--- config.mk ---
export PLATFORM = sky130hd
export DESIGN_NAME = dispbus_master
export DESIGN_NICKNAME = d
export VERILOG_FILES = /design/src/rtl/dispbus_pkg.sv /design/src/rtl/warn_timer.sv /design/src/rtl/xfer_tracker.sv /design/src/rtl/dispbus_master.sv
export SDC_FILE = /design/constraint.sdc
export NUM_CORES = 1
export LEC_CHECK = 0
export BUFFER_PORTS_ARGS = -buffer_cell sky130_fd_sc_hd__clkbuf_2
export CORE_MARGIN = 2
export CORE_UTILIZATION = 49
export CTS_BUF_LIST = sky130_fd_sc_hd__clkbuf_4
export CTS_CLUSTER_DIAMETER = 100
export DETAILED_ROUTE_END_ITERATION = 8
export PLACE_DENSITY = 0.76
export SLEW_MARGIN = 10
export SYNTH_ARGS = -nofsm -noshare
export SYNTH_HDL_FRONTEND = slang
export SYNTH_HIERARCHICAL = 1
export SYNTH_SLANG_ARGS = --single-unit
--- constraint.sdc ---
create_clock -name clk -period 2.25 [get_ports clk]
set_clock_uncertainty 0.15 [all_clocks]
set_input_delay 0.45 -clock clk [delete_from_list [all_inputs] [get_ports clk]]
set_output_delay 0.45 -clock clk [all_outputs]
set_load 0.01 [all_outputs]
--- src/rtl/dispbus_pkg.sv ---
package dispbus_pkg;

    typedef enum logic [2:0] {
        ST_IDLE  = 3'd0,
        ST_WARN  = 3'd1,
        ST_ADDR  = 3'd2,
        ST_STRB  = 3'd3,
        ST_SAMP  = 3'd4,
        ST_DRAIN = 3'd5
    } bus_state_t;

endpackage

--- src/rtl/warn_timer.sv ---
module warn_timer #(
    parameter int WARN_W    = 5,
    parameter int WARN_UNIT = 6,
    parameter int WARN_MAX  = 23
) (
    input  logic              clk,
    input  logic              rst_n,
    input  logic              load,
    input  logic              run,
    input  logic [WARN_W-1:0] units,
    output logic              zero_delay,
    output logic              last
);
    localparam int TOTAL = WARN_MAX * WARN_UNIT;
    localparam int CNT_W = $clog2(TOTAL + 1);

    logic [WARN_W-1:0] eff_units;
    logic [CNT_W-1:0]  load_val;
    logic [CNT_W-1:0]  cnt_q;

    // Clamp the programmed warning to the longest permitted value
    always_comb begin
        if (units > WARN_W'(WARN_MAX)) eff_units = WARN_W'(WARN_MAX);
        else                           eff_units = units;
        load_val = CNT_W'(eff_units) * CNT_W'(WARN_UNIT);
    end

    always_ff @(posedge clk or negedge rst_n) begin
        if (!rst_n)                  cnt_q <= '0;
        else if (load)               cnt_q <= load_val;
        else if (run && cnt_q != '0) cnt_q <= cnt_q - 1'b1;
    end

    assign zero_delay = (load_val == '0);
    assign last       = (cnt_q == CNT_W'(1));


    run_nonzero_chk: assert property (@(posedge clk) disable iff (!rst_n)
        run |-> cnt_q != '0);

endmodule

--- src/rtl/xfer_tracker.sv ---
module xfer_tracker #(
    parameter int ADDR_W = 16,
    parameter int CNT_W  = 8
) (
    input  logic              clk,
    input  logic              rst_n,
    input  logic              load,
    input  logic [ADDR_W-1:0] start_addr,
    input  logic [CNT_W-1:0]  start_cnt,
    input  logic              advance,
    output logic [ADDR_W-1:0] cur_addr,
    output logic              last_word
);
    logic [CNT_W-1:0] remain_q;

    always_ff @(posedge clk or negedge rst_n) begin
        if (!rst_n) begin
            cur_addr <= '0;
            remain_q <= '0;
        end else if (load) begin
            cur_addr <= start_addr;
            remain_q <= start_cnt;
        end else if (advance) begin
            cur_addr <= cur_addr + 1'b1;
            remain_q <= remain_q - 1'b1;
        end
    end

    assign last_word = (remain_q == CNT_W'(1));


    no_underflow_chk: assert property (@(posedge clk) disable iff (!rst_n)
        advance |-> remain_q != '0);

endmodule

--- src/rtl/dispbus_master.sv ---
module dispbus_master
    import dispbus_pkg::*;
#(
    parameter int BUS_W     = 16,
    parameter int CNT_W     = 8,
    parameter int WARN_W    = 5,
    parameter int WARN_UNIT = 6,
    parameter int WARN_MAX  = 23
) (
    input  logic              clk,
    input  logic              rst_n,
    input  logic              fetch_req,
    input  logic [BUS_W-1:0]  fetch_addr,
    input  logic [CNT_W-1:0]  fetch_count,
    input  logic [WARN_W-1:0] warn_units,
    output logic              busy,
    output logic              bus_req_n,
    output logic              as_n,
    output logic              uds_n,
    output logic              lds_n,
    output logic              rw,
    output logic [BUS_W-1:0]  ad_out,
    output logic              ad_oe,
    input  logic [BUS_W-1:0]  ad_in,
    output logic [BUS_W-1:0]  word_data,
    output logic              word_valid
);
    bus_state_t state_q, state_d;

    logic             accept;
    logic             warn_zero;
    logic             warn_last;
    logic             last_word;
    logic [BUS_W-1:0] cur_addr;

    assign accept = (state_q == ST_IDLE) && fetch_req && (fetch_count != '0);

    warn_timer #(
        .WARN_W    (WARN_W),
        .WARN_UNIT (WARN_UNIT),
        .WARN_MAX  (WARN_MAX)
    ) u_warn (
        .clk        (clk),
        .rst_n      (rst_n),
        .load       (accept),
        .run        (state_q == ST_WARN),
        .units      (warn_units),
        .zero_delay (warn_zero),
        .last       (warn_last)
    );

    xfer_tracker #(
        .ADDR_W (BUS_W),
        .CNT_W  (CNT_W)
    ) u_track (
        .clk        (clk),
        .rst_n      (rst_n),
        .load       (accept),
        .start_addr (fetch_addr),
        .start_cnt  (fetch_count),
        .advance    (state_q == ST_SAMP),
        .cur_addr   (cur_addr),
        .last_word  (last_word)
    );

    // State register
    always_ff @(posedge clk or negedge rst_n) begin
        if (!rst_n) state_q <= ST_IDLE;
        else        state_q <= state_d;
    end

    // Next-state logic
    always_comb begin
        state_d = state_q;
        unique case (state_q)
            ST_IDLE:  if (accept) state_d = warn_zero ? ST_ADDR : ST_WARN;
            ST_WARN:  if (warn_last) state_d = ST_ADDR;
            ST_ADDR:  state_d = ST_STRB;
            ST_STRB:  state_d = ST_SAMP;
            ST_SAMP:  state_d = last_word ? ST_DRAIN : ST_ADDR;
            ST_DRAIN: state_d = ST_IDLE;
            default:  state_d = ST_IDLE;
        endcase
    end

    // Bus outputs decoded from the state
    always_comb begin
        bus_req_n = 1'b0;
        as_n      = 1'b1;
        uds_n     = 1'b1;
        lds_n     = 1'b1;
        ad_oe     = 1'b0;
        busy      = 1'b1;
        unique case (state_q)
            ST_IDLE: begin
                bus_req_n = 1'b1;
                busy      = 1'b0;
            end
            ST_WARN: ;
            ST_ADDR: ad_oe = 1'b1;
            ST_STRB, ST_SAMP: begin
                as_n  = 1'b0;
                uds_n = 1'b0;
                lds_n = 1'b0;
            end
            ST_DRAIN: ;
            default: begin
                bus_req_n = 1'b1;
                busy      = 1'b0;
            end
        endcase
    end

    assign ad_out = ad_oe ? cur_addr : '0;
    assign rw     = 1'b1;

    // Word capture at the close of the strobe phase
    always_ff @(posedge clk or negedge rst_n) begin
        if (!rst_n) begin
            word_valid <= 1'b0;
            word_data  <= '0;
        end else begin
            word_valid <= (state_q == ST_SAMP);
            if (state_q == ST_SAMP) word_data <= ad_in;
        end
    end


    strobe_after_addr_chk: assert property (@(posedge clk) disable iff (!rst_n)
        $fell(uds_n) |-> $past(ad_oe));


    no_contention_chk: assert property (@(posedge clk) disable iff (!rst_n)
        ad_oe |-> (uds_n && lds_n && as_n));


    release_order_chk: assert property (@(posedge clk) disable iff (!rst_n)
        $rose(bus_req_n) |-> $past(!ad_oe && uds_n && as_n));


    valid_after_strobe_chk: assert property (@(posedge clk) disable iff (!rst_n)
        word_valid |-> $past(!uds_n));


    req_while_busy_chk: assert property (@(posedge clk) disable iff (!rst_n)
        !bus_req_n |-> busy);

endmodule

Word level (Yosys, flattened, before mapping)
Cells that the tools add are included.
{"block": "word_totals", "ramBits": 0, "latchBits": 0, "memories": 0, "mem_bits_ro": 0, "in_bits": 48, "output_inout_bits": 40, "elab_cells": 49, "ff_bits": 52}
{"block": "op_classes", "mul": 1, "n_div": 0, "mux": 17, "n_lt_le_gt_ge": 1, "reduce_logical": 12, "add_sub_neg": 3, "n_bitwise": 0, "eq_ne": 9, "shifts": 0}
{"operator": "$mux W16", "count": 3}
{"operator": "$mux W8", "count": 4}
{"operator": "$add A16 B1 Y16 const B", "count": 1}
{"operator": "$eq A8 B1 Y1 const B", "count": 2}
{"operator": "$reduce_bool A8 Y1", "count": 2}
{"operator": "$sub A8 B1 Y8 const B", "count": 2}
{"operator": "$pmux W3 S5", "count": 1}
{"operator": "$mux W3", "count": 3}
{"operator": "$logic_not A8 Y1", "count": 1}
{"operator": "$mul A5 B2 Y7 const B", "count": 1}
{"operator": "$eq A3 B2 Y1 const B", "count": 2}
{"operator": "$eq A3 B3 Y1 const B", "count": 2}
{"operator": "$gt A5 B5 Y1 const B", "count": 1}
{"operator": "$mux W5", "count": 1}
{"operator": "$reduce_or A5 Y1", "count": 1}
{"operator": "$mux W1", "count": 4}
{"operator": "$ne A2 B2 Y1 const B", "count": 2}
{"operator": "$reduce_bool A2 Y1", "count": 2}
{"operator": "$eq A3 B1 Y1 const B", "count": 1}
{"operator": "$logic_and A1 B1 Y1", "count": 3}
{"operator": "$logic_not A3 Y1", "count": 1}
{"operator": "$mux W2", "count": 1}
{"operator": "$reduce_and A2 Y1", "count": 1}
{"operator": "$reduce_or A2 Y1", "count": 1}

Logic depth before layout (Yosys ltp)
{"block": "logic_depth", "ltp_word": 7, "depth_mapped": 13, "mapped_depth_nobuf": 13}

Cells and area by module
The synthesis kept the hierarchy.
{"module": "xfer_tracker", "instances": 1, "cells_each": 149, "area_each_um2": 1343.8, "seq_area_each_um2": 600.6}
{"module": "dispbus_master", "instances": 1, "cells_each": 86, "area_each_um2": 1063.5, "seq_area_each_um2": 500.5}
{"module": "warn_timer", "instances": 1, "cells_each": 78, "area_each_um2": 770.7, "seq_area_each_um2": 200.2}

Worst setup path before layout
No wires, ideal clock.
{"block": "synth_path", "path_kind": "in2reg", "from": "input warn_units[4]", "to": "register state_q[0]", "setup_time_ns": 0.077, "path_stages": 13, "setup_slack_ns": -0.273, "t_required_ns": 2.023, "t_arrival_ns": 2.296, "n_path_buf": 0, "path_cell_list": "nand2_1 -> nand2b_1 -> ha_1 -> inv_1 -> fa_1 -> nand2b_1 -> a21oi_1 -> xor2_1 -> nor4_1 -> nor2b_1 -> o22a_1 -> o32a_1 -> a21oi_1"}
{"block": "synth_between", "elab_chain_cells": 7}
{"item": "start: declaration", "line_no": "dispbus_master.sv:15", "source": "input logic [WARN_W-1:0] warn_units,"}
{"item": "$gt A5 B5 Y1", "line_no": "warn_timer.sv:23", "source": "if (units > WARN_W'(WARN_MAX)) eff_units = WARN_W'(WARN_MAX);"}
{"item": "$mux W5 *", "line_no": "warn_timer.sv:23"}
{"item": "$mul A5 B2 Y7 *", "line_no": "warn_timer.sv:25", "source": "load_val = CNT_W'(eff_units) * CNT_W'(WARN_UNIT);"}
{"item": "$logic_not A8 Y1 *", "line_no": "warn_timer.sv:34", "source": "assign zero_delay = (load_val == '0);"}
{"item": "net warn_zero", "line_no": "dispbus_master.sv:31", "source": "logic warn_zero;"}
{"item": "$mux W2 *", "line_no": "dispbus_master.sv:76", "source": "ST_IDLE: if (accept) state_d = warn_zero ? ST_ADDR : ST_WARN;"}
{"item": "$mux W3 *", "line_no": "dispbus_master.sv:76"}
{"item": "$pmux W3 S5 *", "line_no": "dispbus_master.sv:75", "source": "unique case (state_q)"}
{"item": "end signal: assignment", "line_no": "dispbus_master.sv:69", "source": "else state_q <= state_d;"}
{"item": "end: declaration", "line_no": "dispbus_master.sv:28", "source": "bus_state_t state_q, state_d;"}
Mark *: on every way through the listed nets, which the timed path passes. The rest lies on a longest branch. The select of a mux whose other input is x is not followed.
A chain may end at the register's enable or synchronous reset.

Worst setup path in the final report
{"block": "layout_path", "from": "input warn_units[3]", "to": "register state_q[0]"}
Same word-level chain as after synthesis.

==> results by group <==
Place
  • RePlAce Congestion: 0.887
  • Worst slack, placed: -0.646 ns
  • Port bufs: 86
  • Hpwl dp: 5120 um
  • Placed instance area: about 4000 um2

Layout
  • Layout cells sized above 1: a little over two fifths
  • FF/Latch Area: 1300 um2
  • P&R area growth vs syn: 28.7%
  • Final net count: a little under 500
  • Ant. Diodes: 0
  • FILL cells: 550
  • Post-layout util: 64.8%
  • Final Cell Area: slightly above 4000 um2
  • Multi-input gate area: around 1800 um2

Clock network
  • Worst-path clk slew: roughly 0.15 ns
  • H-Tree Depth: 2
  • Clk sink count: 52
  • Num CTS Buffers: 5
  • Deepest clock path buffer count: 2
  • Root Driver: clkbuf_4
  • Clk_lat worst skew: around 0.38 ns
  • CTS tree: built

Worst setup path
  • CP cell instances: clkbuf_8, nand2_8, nand2b_4, ha_4, inv_2, fa_2, nand2b_4, a21oi_2, xor2_1, nor4_4, nor2b_1, o22a_1, o32a_1, a21oi_1
  • Top cell by count, worst path: nand2b_4
  • Startpoint types: input port
  • Worst Path Arrival: about 2.5 ns
  • Crit path kind: input port to flip-flop
  • FF-to-FF path depth: 6
  • CP max-delay cell: fa_2
  • Crit. End Element: flip-flop
  • CP Max Fanout: 3
  • CP required: 2.41 ns
  • Critical path's largest stage delay: ~0.35 ns

Die
  • I/O pins: slightly below 90
  • Initial Util: 50.3%
  • Cell row count: 29
  • Placeable Area: approximately 6300 um2
  • Die Height: approximately 85 um
  • Die width: ~85 um
  • Die area: just over 7000 um2

Timing
  • Final Hold Violating Endpoints: 0
  • RSZ-0062 raised after global routing: yes
  • Fin crit share: 105%
  • Fmax: roughly 420 MHz
  • Max_slew headroom: a little over a third
  • Slew @ Worst Pin: 0.953 ns
  • Min Tclk post-route: roughly 2.4 ns
  • Worst Slack Setup Final: -0.108 ns
  • Slew Viols, Final: 0
  • Final hold slack: 0.118 ns
  • Final Setup Violations: 2

Min path
  • Worst Hold Class: input port to flip-flop
  • Worst Hold Depth: 3

Drt
  • Via count: between 2000 and 3000
  • Number of vias per cell: around 5.2
  • Routed len/inst: 13.5 um
  • Detailed Route WL: around 6700 um
  • DRC errors left: 0
  • Antenna viol nets, final: 0
  • 1st-iter DRT viols: about 120
  • Drt first pass iters: 4

Global routing
  • Vias in the first global route: ~2700
  • Overall overflow remaining after global route: 0
  • First-pass GRT wire length: 11400 um
  • Global Route Usage Sum: ~20%
  • Largest net degree at the start of global routing: 36
  • Initial antenna violation count: 0

Logic synthesis
  • Syn avg cell area: 10.2 um2
  • Async set-reset flop share out of synthesis: 100%
  • Syn Inst Count: between 300 and 400
  • Mapped Area: around 3200 um2
  • Count of state elements after synthesis: 52
  • Unique masters post-synth: approximately 50
  • Syn nets: 374
  • Sequential share of the synthesized area: about two fifths
  • Ys Warns: 6
  • Number of synthesized flops with an enable pin: 0
  • Top_reg_cell synth: dfrtp_1

Power
  • PwrDens: 965 nW/um2
  • NetSw: about 1.5 mW
  • Peak supply drop: approximately 560 uV
  • Combinational Power Share: between 40% and 50%
  • Internal Pwr Total: ~2.4 mW
  • Switching part of the total power: slightly below 40%
  • Leakage: 1.86 nW
  • Clk pwr share: between 10% and 20%
  • Part of the power in registers: 45.8%

Job
  • Max-Cap Viols: 0

Run status
  • Violated checks: setup timing
  • Status: finished with violations
## routing by layer
metal	up-vias	GRT usage [%]	share of wire (%)
met5	-	0	0
met4	0	6.93	1.9
met3	9	4.13	5.2
met2	70	35.5	51
met1	1241	22.8	42
li1	1298	-	-
## layout by cell type, fill, tap and decap left out, types with 2 or more instances in the layout
cell type and count:
nand2b_4 4, dfrtp_1 52, nor4b_2 2, a21oi_2 3
a211oi_1 5, nand4_1 4, nand3_1 6, nor3b_4 2
nor2_2 2, clkbuf_2 84, nor3_1 7, nor2b_1 4
nand2_1 33, clkbuf_4 5, or4_1 3, o32a_1 2
clkinvlp_4 2, nor2_1 8, nor4_1 4, buf_4 28
mux2_2 14, mux2_4 7, nand2b_1 5, a21oi_1 7
and2_1 15, xor2_1 11, o22a_1 2, buf_6 2
nor4b_1 2, mux2i_1 2, o21ai_0 22, a21o_1 2
xnor2_1 14, inv_1 14, buf_12 2, ha_1 10
## per-stage QoR
step	instances	power, mW	setup TNS [ns]
3_3_place_gp	488	3.41	-1.47
5_1_grt	500	4.28	-3.21
4_1_cts	499	3.97	-0.252
2_1_floorplan	313	2.93	-0.382
3_5_place_dp	488	3.49	-1.99
6_report	500	3.95	-0.176
## cell type report
class	count	area share (%)
Multi-Input combinational cell	229	44.9
Sequential cell	52	31.8
Timing Repair Buffer	119	18.1
Tap cell	77	2.36
Inverter	15	1.38
Clock buffer	5	0.918
Clock inverter	3	0.459
## sequential cells by signal (all words and copies together), names as in the netlist
signal            flops
u_track/cur_addr     16
word_data            16
u_track/remain_q      8
u_warn/cnt_q          8
state_q               3
word_valid            1
## power by group through the flow
stage                     logic (mW)  clock network (mW)  registers, mW
after floorplan                 1.11                   0           1.82
after global placement          1.62                   0           1.80
after detailed placement        1.67                   0           1.82
after CTS                       1.72               0.438           1.81
after global routing            1.92               0.479           1.88
final                           1.72               0.415           1.81
## worst paths after layout
path | start | to | slack [ns]
max reg2reg | state_q[2] | u_warn/cnt_q[5] | 0.01
min reg2reg | word_data[5] | word_data[5] | 0.37
min | fetch_addr[2] | u_track/cur_addr[2] | 0.12
max in group asynchronous | rst_n | u_track/cur_addr[10] | 1.02
max | warn_units[3] | state_q[0] | -0.11
min in group asynchronous | rst_n | word_data[12] | 0.37
## critical path, delay by kind of cell
kind | cells | cell delay (ns)
simple gates | 5 | 0.53
buf+inv | 2 | 0.16
compound gates | 4 | 0.59
xor+xnor | 1 | 0.29
fa+ha+maj | 2 | 0.48
## repair_timing
item                                    4_1_cts  5_1_grt
endpoints found under the hold margin        17        0
gates resized for setup                      13        6
endpoints found under the setup margin       21       44
hold buffers                                  1        0
pin swaps                                     7        2
setup buffers                                 2        1
## logic make-up (layout without fill, tap and decap cells)
kind of cell / after synthesis / after routing / share of synthesized area, %
other cells: 1 / 1 / 0.118
xor+xnor: 26 / 26 / 7.17
flops: 52 / 52 / 40.9
fa+ha+maj: 13 / 13 / 5.35
buf+inv: 32 / 142 / 5.39
mux: 23 / 23 / 8.90
compound gates: 49 / 49 / 10.0
simple gates: 117 / 117 / 22.1
## synthesized netlist by cell type (all sizes together) (8+ instances only)
master	count	area (um2)
and2	16	100
dfrtp	52	1300
buf	11	92.6
mux2	21	263
xor2	12	105
ha	12	150
nor3	8	40.0
o21ai	24	124
nand2b	9	56.3
xnor2	14	123
a21oi	10	50.1
nand2	34	128
inv	15	56.3
nor2	10	37.5
Note: power is estimated with default switching activity, not from simulation.
